[src/rtl/bkup_pkg.sv]
package bkup_pkg;
  typedef enum logic [1:0] {
    SRC_IDLE = 2'd0,
    SRC_GAP  = 2'd1,
    SRC_AUX  = 2'd2,
    SRC_BAT  = 2'd3
  } src_st_e;
endpackage

[src/rtl/bkup_bbm_seq.sv]
module bkup_bbm_seq
  import bkup_pkg::*;
#(
  parameter int GAP_CYC = 100
) (
  input  logic clk,
  input  logic rst,
  input  logic want_aux_i,
  input  logic hold_off_i,
  output logic aux_d_o,
  output logic bat_d_o,
  output logic aux_sw_o,
  output logic bat_sw_o
);
  localparam int CNT_W = (GAP_CYC < 2) ? 1 : $clog2(GAP_CYC + 1);
  localparam logic [CNT_W-1:0] LAST  = CNT_W'(GAP_CYC - 1);
  localparam logic [CNT_W-1:0] GAP_N = CNT_W'(GAP_CYC);

  src_st_e          st_q, st_d;
  logic [CNT_W-1:0] cnt_q, cnt_d;
  logic [CNT_W-1:0] open_run;

  always_comb begin
    st_d  = st_q;
    cnt_d = cnt_q;
    if (hold_off_i) begin
      st_d  = SRC_IDLE;
      cnt_d = '0;
    end else begin
      case (st_q)
        SRC_IDLE: begin
          st_d  = SRC_GAP;
          cnt_d = '0;
        end
        SRC_GAP: begin
          if (cnt_q == LAST) begin
            st_d  = want_aux_i ? SRC_AUX : SRC_BAT;
            cnt_d = '0;
          end else begin
            cnt_d = cnt_q + 1'b1;
          end
        end
        SRC_AUX: if (!want_aux_i) begin
          st_d  = SRC_GAP;
          cnt_d = '0;
        end
        SRC_BAT: if (want_aux_i) begin
          st_d  = SRC_GAP;
          cnt_d = '0;
        end
        default: begin
          st_d  = SRC_GAP;
          cnt_d = '0;
        end
      endcase
    end
  end

  assign aux_d_o = (st_d == SRC_AUX);
  assign bat_d_o = (st_d == SRC_BAT);

  always_ff @(posedge clk) begin
    if (rst) begin
      st_q     <= SRC_GAP;
      cnt_q    <= '0;
      aux_sw_o <= 1'b0;
      bat_sw_o <= 1'b0;
    end else begin
      st_q     <= st_d;
      cnt_q    <= cnt_d;
      aux_sw_o <= aux_d_o;
      bat_sw_o <= bat_d_o;
    end
  end

  // Saturating count of cycles with both switches open, for the gap check.
  always_ff @(posedge clk) begin
    if (rst) begin
      open_run <= '0;
    end else if (!aux_sw_o && !bat_sw_o) begin
      if (open_run != GAP_N) open_run <= open_run + 1'b1;
    end else begin
      open_run <= '0;
    end
  end

  assert_no_overlap_R3: assert property (@(posedge clk) disable iff (rst)
    !(aux_sw_o && bat_sw_o));

  assert_full_gap_R4: assert property (@(posedge clk) disable iff (rst)
    ($rose(aux_sw_o) || $rose(bat_sw_o)) |-> (open_run == GAP_N));

  assert_aux_drop_R2: assert property (@(posedge clk) disable iff (rst)
    (aux_sw_o && !want_aux_i) |=> !aux_sw_o);

  assert_bat_drop_R2: assert property (@(posedge clk) disable iff (rst)
    (bat_sw_o && want_aux_i) |=> !bat_sw_o);
endmodule

[src/rtl/bkup_dormancy.sv]
module bkup_dormancy (
  input  logic clk,
  input  logic rst,
  input  logic bat_sw_i,
  input  logic batt_low_i,
  input  logic aux_ok_i,
  input  logic reg_uvlo_i,
  output logic dorm_act_o,
  output logic dormant_o
);
  logic enter, wake;

  assign enter      = bat_sw_i && batt_low_i && !dormant_o;
  assign wake       = aux_ok_i && !reg_uvlo_i;
  assign dorm_act_o = enter || (dormant_o && !wake);

  always_ff @(posedge clk) begin
    if (rst) dormant_o <= 1'b0;
    else     dormant_o <= dorm_act_o;
  end

  assert_dorm_entry_R6: assert property (@(posedge clk) disable iff (rst)
    $rose(dormant_o) |-> $past(bat_sw_i && batt_low_i));

  assert_dorm_exit_R7: assert property (@(posedge clk) disable iff (rst)
    $fell(dormant_o) |-> $past(aux_ok_i && !reg_uvlo_i));
endmodule

[src/rtl/bkup_run_ctl.sv]
module bkup_run_ctl (
  input  logic clk,
  input  logic rst,
  input  logic reg_en_n_i,
  input  logic reg_hot_i,
  input  logic reg_uvlo_i,
  input  logic dorm_act_i,
  input  logic src_next_i,
  output logic run_o
);
  always_ff @(posedge clk) begin
    if (rst) run_o <= 1'b0;
    else     run_o <= !reg_en_n_i && !reg_hot_i && !reg_uvlo_i
                      && !dorm_act_i && src_next_i;
  end

  assert_en_gate_R5: assert property (@(posedge clk) disable iff (rst)
    reg_en_n_i |=> !run_o);

  assert_hot_stop_R8: assert property (@(posedge clk) disable iff (rst)
    reg_hot_i |=> !run_o);

  assert_uvlo_stop_R10: assert property (@(posedge clk) disable iff (rst)
    reg_uvlo_i |=> !run_o);
endmodule

[src/rtl/bkup_src_ctrl.sv]
module bkup_src_ctrl #(
  parameter int GAP_CYC = 100
) (
  input  logic clk,
  input  logic rst,
  input  logic aux_ok_i,
  input  logic batt_low_i,
  input  logic reg_uvlo_i,
  input  logic reg_hot_i,
  input  logic reg_en_n_i,
  output logic aux_sw_o,
  output logic bat_sw_o,
  output logic reg_run_o,
  output logic dormant_o
);
  logic dorm_act;
  logic aux_d, bat_d;

  bkup_dormancy u_dorm (
    .clk        (clk),
    .rst        (rst),
    .bat_sw_i   (bat_sw_o),
    .batt_low_i (batt_low_i),
    .aux_ok_i   (aux_ok_i),
    .reg_uvlo_i (reg_uvlo_i),
    .dorm_act_o (dorm_act),
    .dormant_o  (dormant_o)
  );

  bkup_bbm_seq #(.GAP_CYC(GAP_CYC)) u_seq (
    .clk        (clk),
    .rst        (rst),
    .want_aux_i (aux_ok_i),
    .hold_off_i (dorm_act),
    .aux_d_o    (aux_d),
    .bat_d_o    (bat_d),
    .aux_sw_o   (aux_sw_o),
    .bat_sw_o   (bat_sw_o)
  );

  bkup_run_ctl u_run (
    .clk        (clk),
    .rst        (rst),
    .reg_en_n_i (reg_en_n_i),
    .reg_hot_i  (reg_hot_i),
    .reg_uvlo_i (reg_uvlo_i),
    .dorm_act_i (dorm_act),
    .src_next_i (aux_d || bat_d),
    .run_o      (reg_run_o)
  );

  assert_run_needs_src_R5: assert property (@(posedge clk) disable iff (rst)
    reg_run_o |-> (aux_sw_o || bat_sw_o));

  assert_dorm_isolated_R6: assert property (@(posedge clk) disable iff (rst)
    dormant_o |-> (!aux_sw_o && !bat_sw_o && !reg_run_o));

  assert_aux_low_ignored_R9: assert property (@(posedge clk) disable iff (rst)
    (aux_sw_o && aux_ok_i) |=> (aux_sw_o && !dormant_o));
endmodule

[config.mk]
export PLATFORM = sky130hd
export DESIGN_NAME = bkup_src_ctrl
export DESIGN_NICKNAME = d
export VERILOG_FILES = /design/src/rtl/bkup_pkg.sv /design/src/rtl/bkup_bbm_seq.sv /design/src/rtl/bkup_dormancy.sv /design/src/rtl/bkup_run_ctl.sv /design/src/rtl/bkup_src_ctrl.sv
export SDC_FILE = /design/constraint.sdc
export NUM_CORES = 1
export LEC_CHECK = 0
export ABC_AREA = 1
export BUFFER_PORTS_ARGS = -buffer_cell sky130_fd_sc_hd__buf_2
export CORE_AREA = 2 2 39 41
export CTS_CLUSTER_SIZE = 28
export DETAILED_ROUTE_END_ITERATION = 16
export DIE_AREA = 0 0 41 43
export GPL_TIMING_DRIVEN = 1
export PLACE_DENSITY = 0.72
export SYNTH_ARGS = -nofsm -noshare
export SYNTH_HDL_FRONTEND = slang
export SYNTH_SLANG_ARGS = --single-unit
[constraint.sdc]
create_clock -name clk -period 1.5 [get_ports clk]
set_input_delay 0.075 -clock clk [delete_from_list [all_inputs] [get_ports clk]]
set_output_delay 0.075 -clock clk [all_outputs]
set_load 0.02 [all_outputs]
==> results.sh <==
export IMPL_synth_nets=105
export IMPL_worstPathArrival_ps=1520
export IMPL_final_cell_area_sq_um=767
export IMPL_powerDensity_nw_per_um2=815
export IMPL_cts_setup_buffers=0
export IMPL_synth_top_family_by_area="simple AND/OR/NAND/NOR gates"
export IMPL_synthDistinctLibCells=20
export IMPL_status="finished, final reports clean"
export IMPL_ys_ff_latch=13
export IMPL_rsz0062_at_grt="no"
export IMPL_grt_pass1_vias=524
export IMPL_crit_path_frequent_cell="nand2_1"
export IMPL_num_io_pins=11
export IMPL_dp_hpwl_um=972
export IMPL_dpl_cell_area_sq_um=739
export IMPL_cts_buffers=3
export IMPL_cts_max_level=1
export IMPL_worstSetupStartpointType="register"
export IMPL_reg2reg_from="u_seq.cnt_q[1]$_SDFFE_PP0P_"
export IMPL_gp_congestion=0.810
export IMPL_start_util=0.486
export IMPL_tns_ps=0
export IMPL_r2r_end="u_seq.cnt_q[6]$_SDFFE_PP0P_"
export IMPL_drc=0
export IMPL_yosysWarnings=0
export IMPL_reg2regPathDepth=7
export IMPL_io_buffers=10
export IMPL_cts_resized=0
export IMPL_fill_cells=134
export IMPL_finalNonFillerCells=127
export IMPL_min_delay_worst_endpoint="u_dorm.dormant_o$_SDFF_PP0_"
export IMPL_cp_end_kind="register"
export IMPL_cpMaxStageDelayCell="dfxtp_1"
export IMPL_synth_fa_ha_area_frac=0.0186
export IMPL_worstPathMaxFanout=5
export IMPL_nNetsFinal=120
export IMPL_vdd_drop_max_uv=498
export IMPL_core_area_sq_um=1380
export IMPL_worstPathCellList="ha_1 > nand3_1 > nor2_1 > nand2_1 > nand2_1 > nand2_1 > a21oi_1"
export IMPL_clk_pin_slew_ps=90
export IMPL_cts_path_max_buffers=2
export IMPL_dieArea_sq_um=1760
export IMPL_multiInputGateArea_sq_um=353
export IMPL_die_x_um=41
export IMPL_cp_data_required_time_ps=1720
export IMPL_viasPerCell=4.84
export IMPL_num_rows=14
export IMPL_cap_violations=0
export IMPL_fin_crit_ps=1300
export IMPL_tightestPinTransition_ps=268
export IMPL_clk_latency_ps=290
export IMPL_path_class="reg -> reg"
export IMPL_cts_sinks=13
export IMPL_diodes=0
export IMPL_die_h_um=43
export IMPL_regArea_sq_um=260
export IMPL_tritoncts="yes"
export IMPL_postRouteAntennaNets=0
export IMPL_dp_cells=123
export IMPL_hold_class="in -> reg"
export IMPL_root_buffer="clkbuf_4"
export IMPL_power_uw=625
export IMPL_synth_compound_area_frac=0.0781
export IMPL_routedWlPerCell_um=10.2
export IMPL_fmax_mhz=769
export IMPL_grt_remaining_overflow=0
export IMPL_syn_area_sq_um=673
export IMPL_wl_um=1290
export IMPL_areaGrowthSynthToFinish_pct=13.9
export IMPL_setup_violations=0
export IMPL_ys_seq_area_frac=0.387
export IMPL_synthXorXnorAreaFrac=0
export IMPL_fin_skew_ps=12.4
export IMPL_finish_utilization=0.554
export IMPL_reg2reg_slack_ps=200
export IMPL_cp_slowest_stage_delay_ps=400
export IMPL_leakagePower_nw=0.377
export IMPL_grt_use_total=0.174
export IMPL_maxSlewHeadroom=0.821
export IMPL_yosys_area_share_simple=0.428
export IMPL_dr_total_vias=615
export IMPL_grt_max_degree=9
export IMPL_place_ws_ps=222
export IMPL_hold_start="rst"
export IMPL_final_setup_worst_slack_ps=200
export IMPL_synthMuxAreaShare=0
export IMPL_holdWs_ps=5.95
export IMPL_hold_viol=0
export IMPL_antenna_found_initial=0
export IMPL_period_share=0.867
export IMPL_min_delay_path_depth=2
export IMPL_hold_buffers=0
export IMPL_first_iter_violations=9
export IMPL_drive_above_1_share=0.261
export IMPL_firstDrtPassIters=5
export IMPL_avgSynthCellArea_sq_um=6.94
export IMPL_syn_inst=97
export IMPL_drv_slew=0
export IMPL_grt_pass1_wl_um=2050
==> final cells by class <==
class / instances / area share
Clock buffer: 3 / 0.0294
Clock inverter: 1 / 0.00653
Inverter: 13 / 0.0636
Multi-Input combinational cell: 70 / 0.460
Sequential cell: 13 / 0.339
Tap cell: 16 / 0.0261
Timing Repair Buffer: 11 / 0.0750
==> placed cells by master, fill, tap and decap left out <==
cell      instances
inv_1            12
nand4_1           1
or2_2             1
dfxtp_1          13
nor2_2            2
clkbuf_4          3
nand2_2           4
o21ai_2           1
nand3_2           1
or3_1             1
a21oi_2           1
nor2_1            9
buf_4             1
nor2_4            3
inv_2             1
nand3_1           6
nand2_1          31
clkinv_2          1
nand3b_1          1
buf_2            10
a21oi_1           6
o21ai_1           1
ha_1              1
==> cell usage after synthesis (all sizes together) <==
cell type | count | area [sq um]
a21oi | 7 | 38.8
buf | 1 | 11.3
dfxtp | 13 | 260
ha | 1 | 12.5
inv | 13 | 48.8
nand2 | 35 | 141
nand3 | 7 | 40.0
nand3b | 1 | 7.51
nand4 | 1 | 6.26
nor2 | 14 | 80.1
o21ai | 2 | 13.8
or2 | 1 | 6.26
or3 | 1 | 6.26
==> state kept, by name (all words and copies together), names as in the netlist <==
name / cells
u_seq.aux_sw_o: 1
u_seq.bat_sw_o: 1
u_run.run_o: 1
u_seq.st_q: 2
u_dorm.dormant_o: 1
u_seq.cnt_q: 7
==> how the worst max path moves through the flow <==
stage | startpoint | endpoint | slack (ps) | cells past startpoint
2_1_floorplan | u_seq.cnt_q[0]$_SDFFE_PP0P_ | u_seq.st_q[0]$_SDFF_PP1_ | 320 | 6
3_3_place_gp | u_seq.cnt_q[1]$_SDFFE_PP0P_ | u_seq.st_q[0]$_SDFF_PP1_ | 290 | 6
3_5_place_dp | u_seq.cnt_q[1]$_SDFFE_PP0P_ | u_seq.cnt_q[6]$_SDFFE_PP0P_ | 220 | 7
4_1_cts | u_seq.cnt_q[1]$_SDFFE_PP0P_ | u_seq.cnt_q[6]$_SDFFE_PP0P_ | 200 | 7
5_1_grt | u_seq.cnt_q[1]$_SDFFE_PP0P_ | u_seq.cnt_q[6]$_SDFFE_PP0P_ | 70 | 7
6_report | u_seq.cnt_q[1]$_SDFFE_PP0P_ | u_seq.cnt_q[6]$_SDFFE_PP0P_ | 200 | 7
==> logic make-up after synthesis <==
group | Yosys count
AND/OR/NAND/NOR | 60
flip-flops | 13
AO/OA/AOI/OAI | 9
buffers and inverters | 14
adder cells (fa/ha/maj) | 1
==> where the power goes <==
group / total (mW) / internal [mW] / leakage, nW / switching [mW]
clock: 0.220 / 0.0991 / 0.0177 / 0.121
sequential: 0.361 / 0.352 / 0.105 / 0.00884
combinational: 0.0441 / 0.0208 / 0.254 / 0.0233
==> routing by layer <==
metal | track usage | up-vias | routed length [um]
li1 | - | 328 | -
met1 | 0.216 | 269 | 571
met2 | 0.269 | 14 | 635
met3 | 0.0471 | 4 | 59
met4 | 0.0800 | 0 | 23
met5 | 0 | - | 0
==> critical path: cells and delay by family, from the launching register on <==
family | cells | cell delay (ps)
compound gates | 1 | 120
fa+ha+maj | 1 | 240
flops | 1 | 400
simple gates | 5 | 480
Power figures use the tool's default switching activity.
